<file path="src/rtl/sda_hold_pkg.sv">
package sda_hold_pkg;
  localparam int unsigned CFG_W = 32;
  localparam int unsigned TX_W  = 16;
  localparam int unsigned RX_W  = 8;
  localparam int unsigned RSV_W = CFG_W - TX_W - RX_W;
  localparam int unsigned LEN_W = TX_W;

  typedef struct packed {
    logic [RSV_W-1:0] rsvd;
    logic [RX_W-1:0]  rx_hold;
    logic [TX_W-1:0]  tx_hold;
  } hold_cfg_t;

  localparam logic [TX_W-1:0] TX_RST = TX_W'(1);
  localparam logic [RX_W-1:0] RX_RST = '0;
endpackage

</file>
<file path="src/rtl/sda_scl_sync.sv">
module sda_scl_sync #(
  parameter int unsigned STAGES = 2
) (
  input  logic clk_i,
  input  logic rst_ni,
  input  logic scl_i,
  output logic scl_s_o,
  output logic fall_o,
  output logic rise_o
);
  logic [STAGES-1:0] sync_q;
  logic              prev_q;

  always_ff @(posedge clk_i or negedge rst_ni) begin
    if (!rst_ni) begin
      sync_q <= '1;
      prev_q <= 1'b1;
    end else begin
      sync_q <= {sync_q[STAGES-2:0], scl_i};
      prev_q <= sync_q[STAGES-1];
    end
  end

  assign scl_s_o = sync_q[STAGES-1];
  assign fall_o  = prev_q & ~scl_s_o;
  assign rise_o  = ~prev_q & scl_s_o;
endmodule

</file>
<file path="src/rtl/sda_low_meter.sv">
module sda_low_meter
  import sda_hold_pkg::*;
(
  input  logic             clk_i,
  input  logic             rst_ni,
  input  logic             scl_s_i,
  input  logic             fall_i,
  input  logic             rise_i,
  output logic [LEN_W-1:0] low_len_o,
  output logic             valid_o
);
  logic [LEN_W-1:0] cnt_q;

  always_ff @(posedge clk_i or negedge rst_ni) begin
    if (!rst_ni) begin
      cnt_q     <= '0;
      low_len_o <= '0;
      valid_o   <= 1'b0;
    end else begin
      if (fall_i) cnt_q <= LEN_W'(1);
      else if (!scl_s_i && cnt_q != '1) cnt_q <= cnt_q + LEN_W'(1);
      if (rise_i) begin
        low_len_o <= cnt_q;
        valid_o   <= 1'b1;
      end
    end
  end

  assert_meas_valid_R8: assert property (@(posedge clk_i) disable iff (!rst_ni)
    rise_i |=> valid_o);
endmodule

</file>
<file path="src/rtl/sda_hold_sel.sv">
module sda_hold_sel
  import sda_hold_pkg::*;
(
  input  logic             clk_i,
  input  logic             rst_ni,
  input  logic             cfg_we_i,
  input  logic [CFG_W-1:0] cfg_i,
  input  logic             is_tx_i,
  input  logic [LEN_W-1:0] low_len_i,
  input  logic             valid_i,
  output logic [CFG_W-1:0] cfg_o,
  output logic [TX_W-1:0]  hold_o,
  output logic             err_o
);
  hold_cfg_t        wr;
  logic [TX_W-1:0]  tx_q;
  logic [RX_W-1:0]  rx_q;
  logic [LEN_W-1:0] limit;
  logic             over;

  assign wr = hold_cfg_t'(cfg_i);

  always_ff @(posedge clk_i or negedge rst_ni) begin
    if (!rst_ni) begin
      tx_q <= TX_RST;
      rx_q <= RX_RST;
    end else if (cfg_we_i) begin
      tx_q <= wr.tx_hold;
      rx_q <= wr.rx_hold;
    end
  end

  always_comb begin
    limit = (low_len_i >= LEN_W'(2)) ? low_len_i - LEN_W'(2) : '0;
    over  = valid_i && (tx_q > limit);
    if (!is_tx_i)  hold_o = TX_W'(rx_q);
    else if (over) hold_o = limit;
    else           hold_o = tx_q;
  end

  assign err_o = over;
  assign cfg_o = CFG_W'({{RSV_W{1'b0}}, rx_q, tx_q});

  assert_clamp_R8: assert property (@(posedge clk_i) disable iff (!rst_ni)
    (valid_i && is_tx_i) |-> (hold_o <= limit));
  assert_cfg_stable_R1: assert property (@(posedge clk_i) disable iff (!rst_ni)
    !cfg_we_i |=> $stable(cfg_o));
endmodule

</file>
<file path="src/rtl/sda_hold_ctrl.sv">
module sda_hold_ctrl
  import sda_hold_pkg::*;
(
  input  logic            clk_i,
  input  logic            rst_ni,
  input  logic            scl_s_i,
  input  logic            fall_i,
  input  logic            rise_i,
  input  logic [TX_W-1:0] hold_i,
  input  logic            sda_next_i,
  output logic            sda_o
);
  logic [TX_W-1:0] cnt_q;
  logic            done_q;

  always_ff @(posedge clk_i or negedge rst_ni) begin
    if (!rst_ni) begin
      cnt_q  <= '0;
      done_q <= 1'b0;
      sda_o  <= 1'b1;
    end else if (fall_i) begin
      if (hold_i == '0) begin
        sda_o  <= sda_next_i;
        done_q <= 1'b1;
        cnt_q  <= '0;
      end else begin
        cnt_q  <= hold_i;
        done_q <= 1'b0;
      end
    end else if (rise_i) begin
      cnt_q  <= '0;
      done_q <= 1'b0;
    end else if (cnt_q != '0) begin
      cnt_q <= cnt_q - TX_W'(1);
      if (cnt_q == TX_W'(1)) begin
        sda_o  <= sda_next_i;
        done_q <= 1'b1;
      end
    end else if (done_q && !scl_s_i) begin
      sda_o <= sda_next_i;
    end
  end

  assert_high_frozen_R6: assert property (@(posedge clk_i) disable iff (!rst_ni)
    scl_s_i |=> $stable(sda_o));
  assert_zero_hold_R5: assert property (@(posedge clk_i) disable iff (!rst_ni)
    (fall_i && hold_i == '0) |=> (sda_o == $past(sda_next_i)));
  assert_window_R6: assert property (@(posedge clk_i) disable iff (!rst_ni)
    (cnt_q > TX_W'(1) && !fall_i && !rise_i) |=> $stable(sda_o));
endmodule

</file>
<file path="src/rtl/sda_hold_gen.sv">
module sda_hold_gen
  import sda_hold_pkg::*;
#(
  parameter int unsigned SYNC_STAGES = 2
) (
  input  logic             clk_i,
  input  logic             rst_ni,
  input  logic             scl_i,
  input  logic             sda_next_i,
  input  logic             is_tx_i,
  input  logic             cfg_we_i,
  input  logic [CFG_W-1:0] cfg_i,
  output logic [CFG_W-1:0] cfg_o,
  output logic             sda_o,
  output logic             cfg_err_o
);
  logic             scl_s, fall, rise, valid;
  logic [LEN_W-1:0] low_len;
  logic [TX_W-1:0]  hold;

  sda_scl_sync #(.STAGES(SYNC_STAGES)) u_sync (
    .clk_i, .rst_ni, .scl_i,
    .scl_s_o(scl_s), .fall_o(fall), .rise_o(rise)
  );

  sda_low_meter u_meter (
    .clk_i, .rst_ni, .scl_s_i(scl_s), .fall_i(fall), .rise_i(rise),
    .low_len_o(low_len), .valid_o(valid)
  );

  sda_hold_sel u_sel (
    .clk_i, .rst_ni, .cfg_we_i, .cfg_i, .is_tx_i,
    .low_len_i(low_len), .valid_i(valid),
    .cfg_o, .hold_o(hold), .err_o(cfg_err_o)
  );

  sda_hold_ctrl u_ctrl (
    .clk_i, .rst_ni, .scl_s_i(scl_s), .fall_i(fall), .rise_i(rise),
    .hold_i(hold), .sda_next_i, .sda_o
  );
endmodule

</file>
<file path="config.mk">
export PLATFORM = sky130hd
export DESIGN_NAME = sda_hold_gen
export DESIGN_NICKNAME = d
export VERILOG_FILES = /design/src/rtl/sda_hold_pkg.sv /design/src/rtl/sda_scl_sync.sv /design/src/rtl/sda_low_meter.sv /design/src/rtl/sda_hold_sel.sv /design/src/rtl/sda_hold_ctrl.sv /design/src/rtl/sda_hold_gen.sv
export SDC_FILE = /design/constraint.sdc
export NUM_CORES = 1
export LEC_CHECK = 0
export CORE_MARGIN = 2
export CORE_UTILIZATION = 39
export DETAILED_ROUTE_END_ITERATION = 10
export DONT_BUFFER_PORTS = 1
export HOLD_SLACK_MARGIN = 0.08
export PLACE_DENSITY = 0.57
export SYNTH_ARGS = -nofsm -noshare
export SYNTH_HDL_FRONTEND = slang
export SYNTH_SLANG_ARGS = --single-unit
export TNS_END_PERCENT = 5
</file>
<file path="constraint.sdc">
create_clock -name clk_i -period 7.4 [get_ports clk_i]
set_input_delay 1.11 -clock clk_i [delete_from_list [all_inputs] [get_ports clk_i]]
set_output_delay 1.11 -clock clk_i [all_outputs]
set_load 0.005 [all_outputs]
</file>
== Yosys cells after proc, flatten, opt, wreduce, memory -nomap -nowiden ==
Cells that the tools add are included.
Word-level totals
  register bits after elaboration: 78
  input port bits: 38
  word-level logic and storage cells: 56
Cells by class
  add/sub/neg operators: 3
  order comparisons: 2
  equality and inequality tests: 5
  mux-type cells: 20
  bitwise operators: 4
  reduce and logical (&&, ||, !) cells: 12
Operators with widths (count)
  $mux 16: 9
  $add 16x1->16 const B: 1
  $eq 16x1->1 const B: 1
  $ge 16x2->1 const B: 1
  $gt 16x16->1: 1
  $logic_not 16->1: 1
  $ne 16x16->1 const B: 1
  $reduce_bool 16->1: 1
  $sub 16x1->16 const B: 1
  $sub 16x2->16 const B: 1
  $mux 1: 11
  $reduce_bool 3->1: 3
  $reduce_and 4->1: 1
  $logic_and 1x1->1: 3
  $ne 3x3->1 const B: 1
  $and 1x1->1: 2
  $ne 2x1->1 const B: 1
  $ne 2x2->1 const B: 1
  $not 1->1: 2
  $reduce_and 2->1: 1
  $reduce_bool 2->1: 1
  $logic_not 1->1: 1

== Depth between registers and ports, before layout ==
Gate-level depths: netlist of the first run.
  word-level depth: 9
  depth in mapped cells: 18

== By module ==
From an unflattened synthesis of the first run, not the netlist that was laid out.
Unflattened totals
  cell total of the unflattened synthesis: 521
  area, all modules: 5049.8 um^2
Modules (own cells, without submodules)
  sda_hold_sel: times used 1, cells an instance 256, area an instance 2288.4 um^2
  sda_low_meter: times used 1, cells an instance 133, area an instance 1536.5 um^2
  sda_hold_ctrl: times used 1, cells an instance 127, area an instance 1131.1 um^2
  sda_scl_sync: times used 1, cells an instance 5, area an instance 93.8 um^2

== Worst setup path after synthesis of the first run ==
OpenSTA, ideal clock, no wires.
  path type: flip-flop to output port
  start point: register u_meter.low_len_o[5]
  end point: output port cfg_err_o
  arrival: 3.199 ns
  slack: 3.091 ns
  cell stages (with the launch flop): 14
  cell sequence: dfrtp_1 > nor4_2 > buf_2 > nand2_1 > or3_1 > xnor2_1 > nand2_1 > ha_1 > nand4_1 > or4_4 > and2_4 > o31ai_4 > inv_6 > buf_2
On the way
  longest elaborated chain between the ends: 4
  elaborated cells on any way between the ends: 5
  classes of those cells: 1 x add/sub; 2 x order compare; 1 x mux; 1 x reduce/logical
Ends and longest elaborated chain
  start: declaration: line sda_low_meter.sv:9  | output logic [LEN_W-1:0] low_len_o,
  start signal: assignment: line sda_low_meter.sv:23  | low_len_o <= cnt_q;
  $sub 16x2->16 or $ge 16x2->1 (tied branches): line sda_hold_sel.sv:34  | limit = (low_len_i >= LEN_W'(2)) ? low_len_i - LEN_W'(2) : '0;
  $mux 16 (*): line sda_hold_sel.sv:34
  $gt 16x16->1 (*): line sda_hold_sel.sv:35  | over = valid_i && (tx_q > limit);
  $logic_and 1x1->1 (*): line sda_hold_sel.sv:35
  end: declaration: line sda_hold_gen.sv:15  | output logic cfg_err_o
Mark *: on every way between the ends. The rest lies on a longest branch, timed or not.

== Worst setup path in the final report of the first run ==
  start point: register u_meter.low_len_o[8]
  end point: output port cfg_err_o
Same word-level chain as after synthesis.

==> impl_metrics.csv, run 1 <==
group,metric,value,unit
layout,antenna_cells,0,
hold_path,hold_path.class,"flip-flop to flip-flop",
clock_network,cts_hold_buf,0,
floorplan,initial_core_util,0.403,
timing,fmax,197,MHz
clock_network,cts.path.max_buffers,2,
layout,layoutNonFillerInstCount,692,
critical_path,critPathCapture,"cfg_err_o",
floorplan,fp.dieW,116,um
yosys,synthArstFlopShare,1.00,
place,gp_congestion,0.894,
clock_network,cts_tree,"built",
yosys,syn_area_per_cell,9.16,um^2
timing,final-max-slew-violation-count,0,
yosys,synth.distinct_cells,72,
clock_network,post_cts_resized,0,
layout,final_nets,577,
critical_path,end_kind,"output port",
critical_path,arrival,3970,ps
floorplan,die-area,0.0134,mm^2
layout,layout-drive-gt1-share,0.120,
grt,grt_pass1_vias,3671,
clock_network,path_clk_slew,60,ps
yosys,synthMostInstantiatedCell,"nand2_1",
grt,grt_pass1_wl,19.5,mm
drt,drtPass1Iterations,5,
critical_path,ff2ff_setup_slack,2700,ps
status,outcome,"complete, no violations",
layout,fill_cells,1193,
critical_path,r2r_cells,13,
power,powerDensity,321,mW/mm^2
floorplan,rows,40,
drt,drtAntennaViolNets,0,
timing,post-route-period-util,0.687,
yosys,synth_cells,530,
drt,wirelength,12.2,mm
grt,antenna_found_initial,0,
yosys,synth_edf_count,0,
clock_network,clock_latency,350,ps
timing,period_minus_slack,5080,ps
drt,vias,3861,
drt,vias_per_cell,5.58,
power,p_leak,2.28,nW
timing,whs,356,ps
yosys,syn-cell-area,0.00486,mm^2
grt,grt_usage,0.191,
clock_network,cts.sinks,78,
critical_path,startpoint,"u_meter.low_len_o[8]",
critical_path,timing.rr.end,"u_ctrl.cnt_q[12]",
drt,drt_iter0_markers,292,
critical_path,crit_path_start_kind,"flip-flop",
yosys,synth_top_cell_by_area,"dfrtp_1",
grt,grt_max_degree,79,
floorplan,io_pins,72,
drt,wire_per_inst,17.6,um
yosys,netlist.area_leader.share,0.376,
critical_path,crit_type,"flip-flop to output port",
power,power,0.00170,W
timing,hold_violations,0,
yosys,ys_seq_area_frac,0.403,
layout,synthToLayoutAreaGrowth,8.76,%
grt,grt_overflow_total,0,
hold_path,hold_depth,0,
floorplan,die-height,116,um
yosys,synth_seq_cells,78,
timing,setup_tns,0,ps
clock_network,cts_made_buffers,9,
clock_network,cts_setup_buffers,0,
place,hpwl,8.88,mm
yosys,netlist_top_cells_count,"nand2_1, dfrtp_1, nor2_1",
yosys,synthTopCellsByArea,"dfrtp_1, nand2_1, ha_1",
critical_path,timing.rr.start,"u_meter.low_len_o[8]",
yosys,dominantRegCellSynth,"dfrtp_1",
drt,drc_errors,0,
run,cap_violations,0,
timing,finClkSkew,8.95,ps
timing,rsz0062_at_grt,"no",
clock_network,h-tree-depth,3,
critical_path,critPathMaxFanout,19,
timing,tightestPinTransition,1050,ps
place,place_inst,676,
power,ir_drop,0.117,mV
clock_network,clockRootBuffer,"clkbuf_16",
timing,setup_viol_count_final,0,
timing,max_slew_margin,0.298,
critical_path,required,6290,ps
floorplan,core-area,0.0121,mm^2
yosys,yosysWarnings,0,
place,port_buffers,0,
-- where the power goes --
part,internal (W),total (W),leakage [nW],switching [W]
Combinational,0.000250,0.000643,1.13,0.000393
Clock,0.000303,0.000483,0.154,0.000180
Sequential,0.000492,0.000573,0.993,0.0000802
-- cell type report --
class                      count  area, um^2  share of cell area
multi-input combinational    415        2720               0.515
sequential                    78        1960               0.371
clock buffer                  10         239              0.0452
tap                          168         210              0.0398
clock inverter                 6        85.1              0.0161
inverter                      13        53.8              0.0102
timing repair buffer           2        15.0             0.00284
-- critical path: stages, from the launching register on --
cell and delay [ps]:
dfrtp_1 480, nor4_4 430, nand4_1 530, o21ai_1 370, ha_1 310, a21oi_1 140
o21ai_0 120, a211o_1 370, o31ai_4 720, inv_6 150
-- how the worst min path moves through the flow --
stage / from / to / slack, ps
after floorplan: u_sync.sync_q[0] / u_sync.sync_q[1] / 350
after global routing: u_sync.sync_q[0] / u_sync.sync_q[1] / 360
final: u_sync.sync_q[0] / u_sync.sync_q[1] / 360
after global placement: u_sync.sync_q[0] / u_sync.sync_q[1] / 350
after detailed placement: u_sync.sync_q[0] / u_sync.sync_q[1] / 350
after CTS: u_sync.sync_q[0] / u_sync.sync_q[1] / 360
-- kinds of logic after synthesis --
logic type | after synthesis | share of synthesized area
and+or+nand+nor | 229 | 0.232
DFF | 78 | 0.403
muxes | 25 | 0.0572
AOI/OAI and AO/OA | 99 | 0.153
xor gates and xnor gates | 34 | 0.0613
other | 1 | 0.000772
adders and majority gates | 20 | 0.0515
buffers and inverters | 44 | 0.0420
-- flip-flops by register name (all words and copies together) (netlist names) --
name,cells
u_ctrl.cnt_q,16
u_ctrl.done_q,1
u_ctrl.sda_o,1
u_meter.cnt_q,16
u_meter.low_len_o,16
u_meter.valid_o,1
u_sel.rx_q,8
u_sel.tx_q,16
u_sync.prev_q,1
u_sync.sync_q,2
-- layout by cell type (no fill, tap or decap), types with 3 or more instances in the layout --
cell type | Yosys | routed
or3_1 | 7 | 7
dfrtp_1 | 73 | 73
nor3_1 | 17 | 17
a21o_1 | 3 | 3
nor2b_1 | 4 | 4
nand4_1 | 13 | 13
xnor2_1 | 15 | 15
a31oi_1 | 3 | 3
nand2_1 | 101 | 101
mux2i_1 | 3 | 3
a21oi_1 | 15 | 15
o22ai_1 | 11 | 11
inv_1 | 12 | 12
o211ai_1 | 6 | 6
nor3b_1 | 4 | 4
nor2_1 | 39 | 39
o21ai_1 | 3 | 3
mux2_2 | 22 | 22
xor2_1 | 19 | 19
dfstp_2 | 5 | 5
ha_1 | 20 | 20
clkbuf_16 | 0 | 9
o21ai_0 | 19 | 19
a311oi_1 | 7 | 7
nand2b_1 | 3 | 3
nand3_1 | 14 | 14
nor4_1 | 7 | 7
a22o_1 | 4 | 4
a211oi_1 | 3 | 3
conb_1 | 1 | 8
-- per-stage QoR --
| step | instance area, um^2 | utilization | setup WS [ps] |
|---|---|---|---|
| 4_1_cts | 5280 | 0.438 | 2350 |
| 3_5_place_dp | 4960 | 0.411 | 2720 |
| 6_report | 5280 | 0.438 | 2320 |
| 2_1_floorplan | 4880 | - | 3090 |
| 3_3_place_gp | 4960 | 0.411 | 2730 |
| 5_1_grt | 5280 | 0.438 | 1980 |
-- routing by layer --
layer,part of all wire,global-route usage,wire length [um]
met5,0,0,0
met4,0.014,0.0490,167
met3,0.051,0.0612,615
met2,0.48,0.308,5860
met1,0.45,0.248,5520
Note: power is estimated with default switching activity, not from simulation.
==> run 2: changes to the inputs <==
==> constraint.sdc (replaced) <==
create_clock -name clk_i -period 4.85 [get_ports clk_i]
set_input_delay 0.7275 -clock clk_i [delete_from_list [all_inputs] [get_ports clk_i]]
set_output_delay 0.7275 -clock clk_i [all_outputs]
set_load 0.005 [all_outputs]
==> run 2 against run 1 <==
  * Worst hold slack worse by 140 ps
  * Power up 56%
  * Critical endpoint is now u_ctrl.cnt_q[10]
  * Critical path depth up 3
  * Sequential share of layout area down 0.53 points
==> impl_metrics.csv, run 2 (synthesis gave the netlist of run 1 again) <==
group,metric,value,unit
floorplan,initial_core_util,0.403,
layout,most-common-layout-cells,"nand2_1, dfrtp_1, nor2_1, mux2_2, ha_1",
hold_path,hold_path.class,"input pin to asynchronous set/reset pin",
floorplan,core-area,0.0121,mm^2
grt,grt_overflow_total,0,
floorplan,die-height,116,um
timing,hold_violations,0,
timing,post-route-period-util,0.912,
layout,multi_input_area,0.00272,mm^2
critical_path,critPathMaxFanout,8,
layout,layout_commonest_cell,"nand2_1",
layout,fill_cells,1177,
drt,drtPass1Iterations,4,
status,outcome,"complete, no violations",
critical_path,timing.rr.end,"u_ctrl.cnt_q[10]",
clock_network,h-tree-depth,3,
grt,grt_usage,0.195,
drt,vias_per_cell,5.53,
timing,fmax,226,MHz
critical_path,crit_type,"flip-flop to flip-flop",
timing,tightestPinTransition,1020,ps
place,hpwl,8.91,mm
clock_network,clockRootBuffer,"clkbuf_16",
clock_network,cts_made_buffers,9,
critical_path,ff2ff_setup_slack,430,ps
drt,drc_errors,0,
clock_network,cts_tree,"built",
floorplan,rows,40,
layout,layout-drive-gt1-share,0.128,
timing,final-max-slew-violation-count,0,
layout,final_util,0.444,
grt,antenna_found_initial,0,
layout,synthToLayoutAreaGrowth,10.3,%
power,p_leak,2.33,nW
drt,highest_layer,"met4",
timing,setup_tns,0,ps
layout,sequential_cell_area,0.00196,mm^2
power,ir_drop,0.186,mV
timing,finClkSkew,8.55,ps
drt,met3_wirelength,490,um
floorplan,die-area,0.0134,mm^2
grt,grt_pass1_wl,20.0,mm
clock_network,path_clk_slew,60,ps
critical_path,required,5060,ps
timing,max_slew_margin,0.320,
drt,wl_met2,5.80,mm
drt,vias,3859,
timing,setup_viol_count_final,0,
clock_network,clock_latency,350,ps
critical_path,crit_path_frequent_cell,"nor3_1",
power,power,0.00265,W
place,gp_congestion,0.876,
timing,rsz0062_at_grt,"no",
place,port_buffers,0,
critical_path,cp_cell_sequence,"or4_4, nor4b_1, mux2i_1, ha_1, nand4_4, nor3_1, a211oi_1, a311oi_1, nor3_1, o211ai_2, o31ai_4, o22ai_1",
critical_path,timing.rr.start,"u_meter.low_len_o[5]",
drt,wirelength,12.2,mm
floorplan,io_pins,72,
critical_path,end_kind,"flip-flop",
critical_path,arrival,4630,ps
drt,wl_met1,5.61,mm
grt,grt_max_degree,74,
run,cap_violations,0,
drt,drt_iter0_markers,242,
timing,period_minus_slack,4420,ps
clock_network,post_cts_resized,0,
critical_path,r2r_cells,12,
layout,antenna_cells,0,
critical_path,cp_top_family,"simple AND/OR/NAND/NOR gates",
drt,wire_per_inst,17.5,um
floorplan,fp.dieW,116,um
clock_network,cts.sinks,78,
grt,grt_pass1_vias,3780,
power,powerDensity,494,mW/mm^2
clock_network,cts.path.max_buffers,2,
critical_path,slowest_stage,"or4_4",
layout,final_nets,583,
critical_path,crit_path_start_kind,"flip-flop",
drt,drtAntennaViolNets,0,
critical_path,cpPeakStageDelay,570,ps
critical_path,crit_buf_inv,0,
==> run 2: cell types whose count changed in the layout (fill, tap and decap cells not counted) <==
cell,delta
buf_4,+5
clkbuf_8,+2
clkinvlp_4,-2
buf_16,+1
clkbuf_1,+1
clkinv_2,-1
==> run 2: routing by layer <==
layer,track usage,vias to the layer above
met2,0.319,73
li1,-,1878
met4,0.0747,0
met3,0.0465,17
met1,0.251,1891
met5,0,-
==> run 2: final cells by class <==
| cell class | count | area share |
|---|---|---|
| well taps | 168 | 0.0392 |
| clock buffers | 13 | 0.0504 |
| clock inverters | 3 | 0.0121 |
| multi-input cells | 415 | 0.508 |
| flip-flops and latches | 78 | 0.365 |
| inverters | 13 | 0.0100 |
| repair buffers | 8 | 0.0149 |
==> run 2: per-stage QoR <==
step           instance area, um^2  hold slack [ps]  cells  setup slack (ps)
2_1_floorplan                 4880              345    537               924
6_report                      5360              217    698               426
3_5_place_dp                  4970              349    678               254
4_1_cts                       5340              204    695               233
3_3_place_gp                  4970              347    678               323
5_1_grt                       5360              201    698              89.0
==> run 2: what timing repair did <==
action / in CTS / in global routing
setup endpoints to repair: 0 / 9
hold endpoints to repair: 73 / 0
buffers inserted: 0 / 3
hold buffers: 1 / 0
==> run 2: worst register-to-register path, cell delays in order (launching register included) <==
cell and delay (ps):
dfrtp_1 440, or4_4 570, nor4b_1 400, mux2i_1 400, ha_1 340, nand4_4 120
nor3_1 90, a211oi_1 500, a311oi_1 180, nor3_1 460, o211ai_2 230, o31ai_4 410
o22ai_1 160
==> run 2: worst max-delay path by stage <==
stage / startpoint / to / slack [ps] / cells past startpoint
after detailed placement: u_meter.low_len_o[5] / u_ctrl.cnt_q[10] / 250 / 13
final: u_meter.low_len_o[5] / u_ctrl.cnt_q[10] / 430 / 12
after CTS: u_meter.low_len_o[5] / cfg_err_o / 230 / 9
after global placement: u_meter.low_len_o[5] / u_ctrl.cnt_q[13] / 320 / 13
after global routing: u_meter.low_len_o[1] / u_ctrl.cnt_q[13] / 90 / 16
after floorplan: u_meter.low_len_o[5] / cfg_err_o / 920 / 13
==> run 2: report_power, final <==
group | total, W | switching, W | internal [W]
registers | 0.000871 | 0.000119 | 0.000752
clock network | 0.000759 | 0.000267 | 0.000492
logic | 0.00102 | 0.000608 | 0.000408
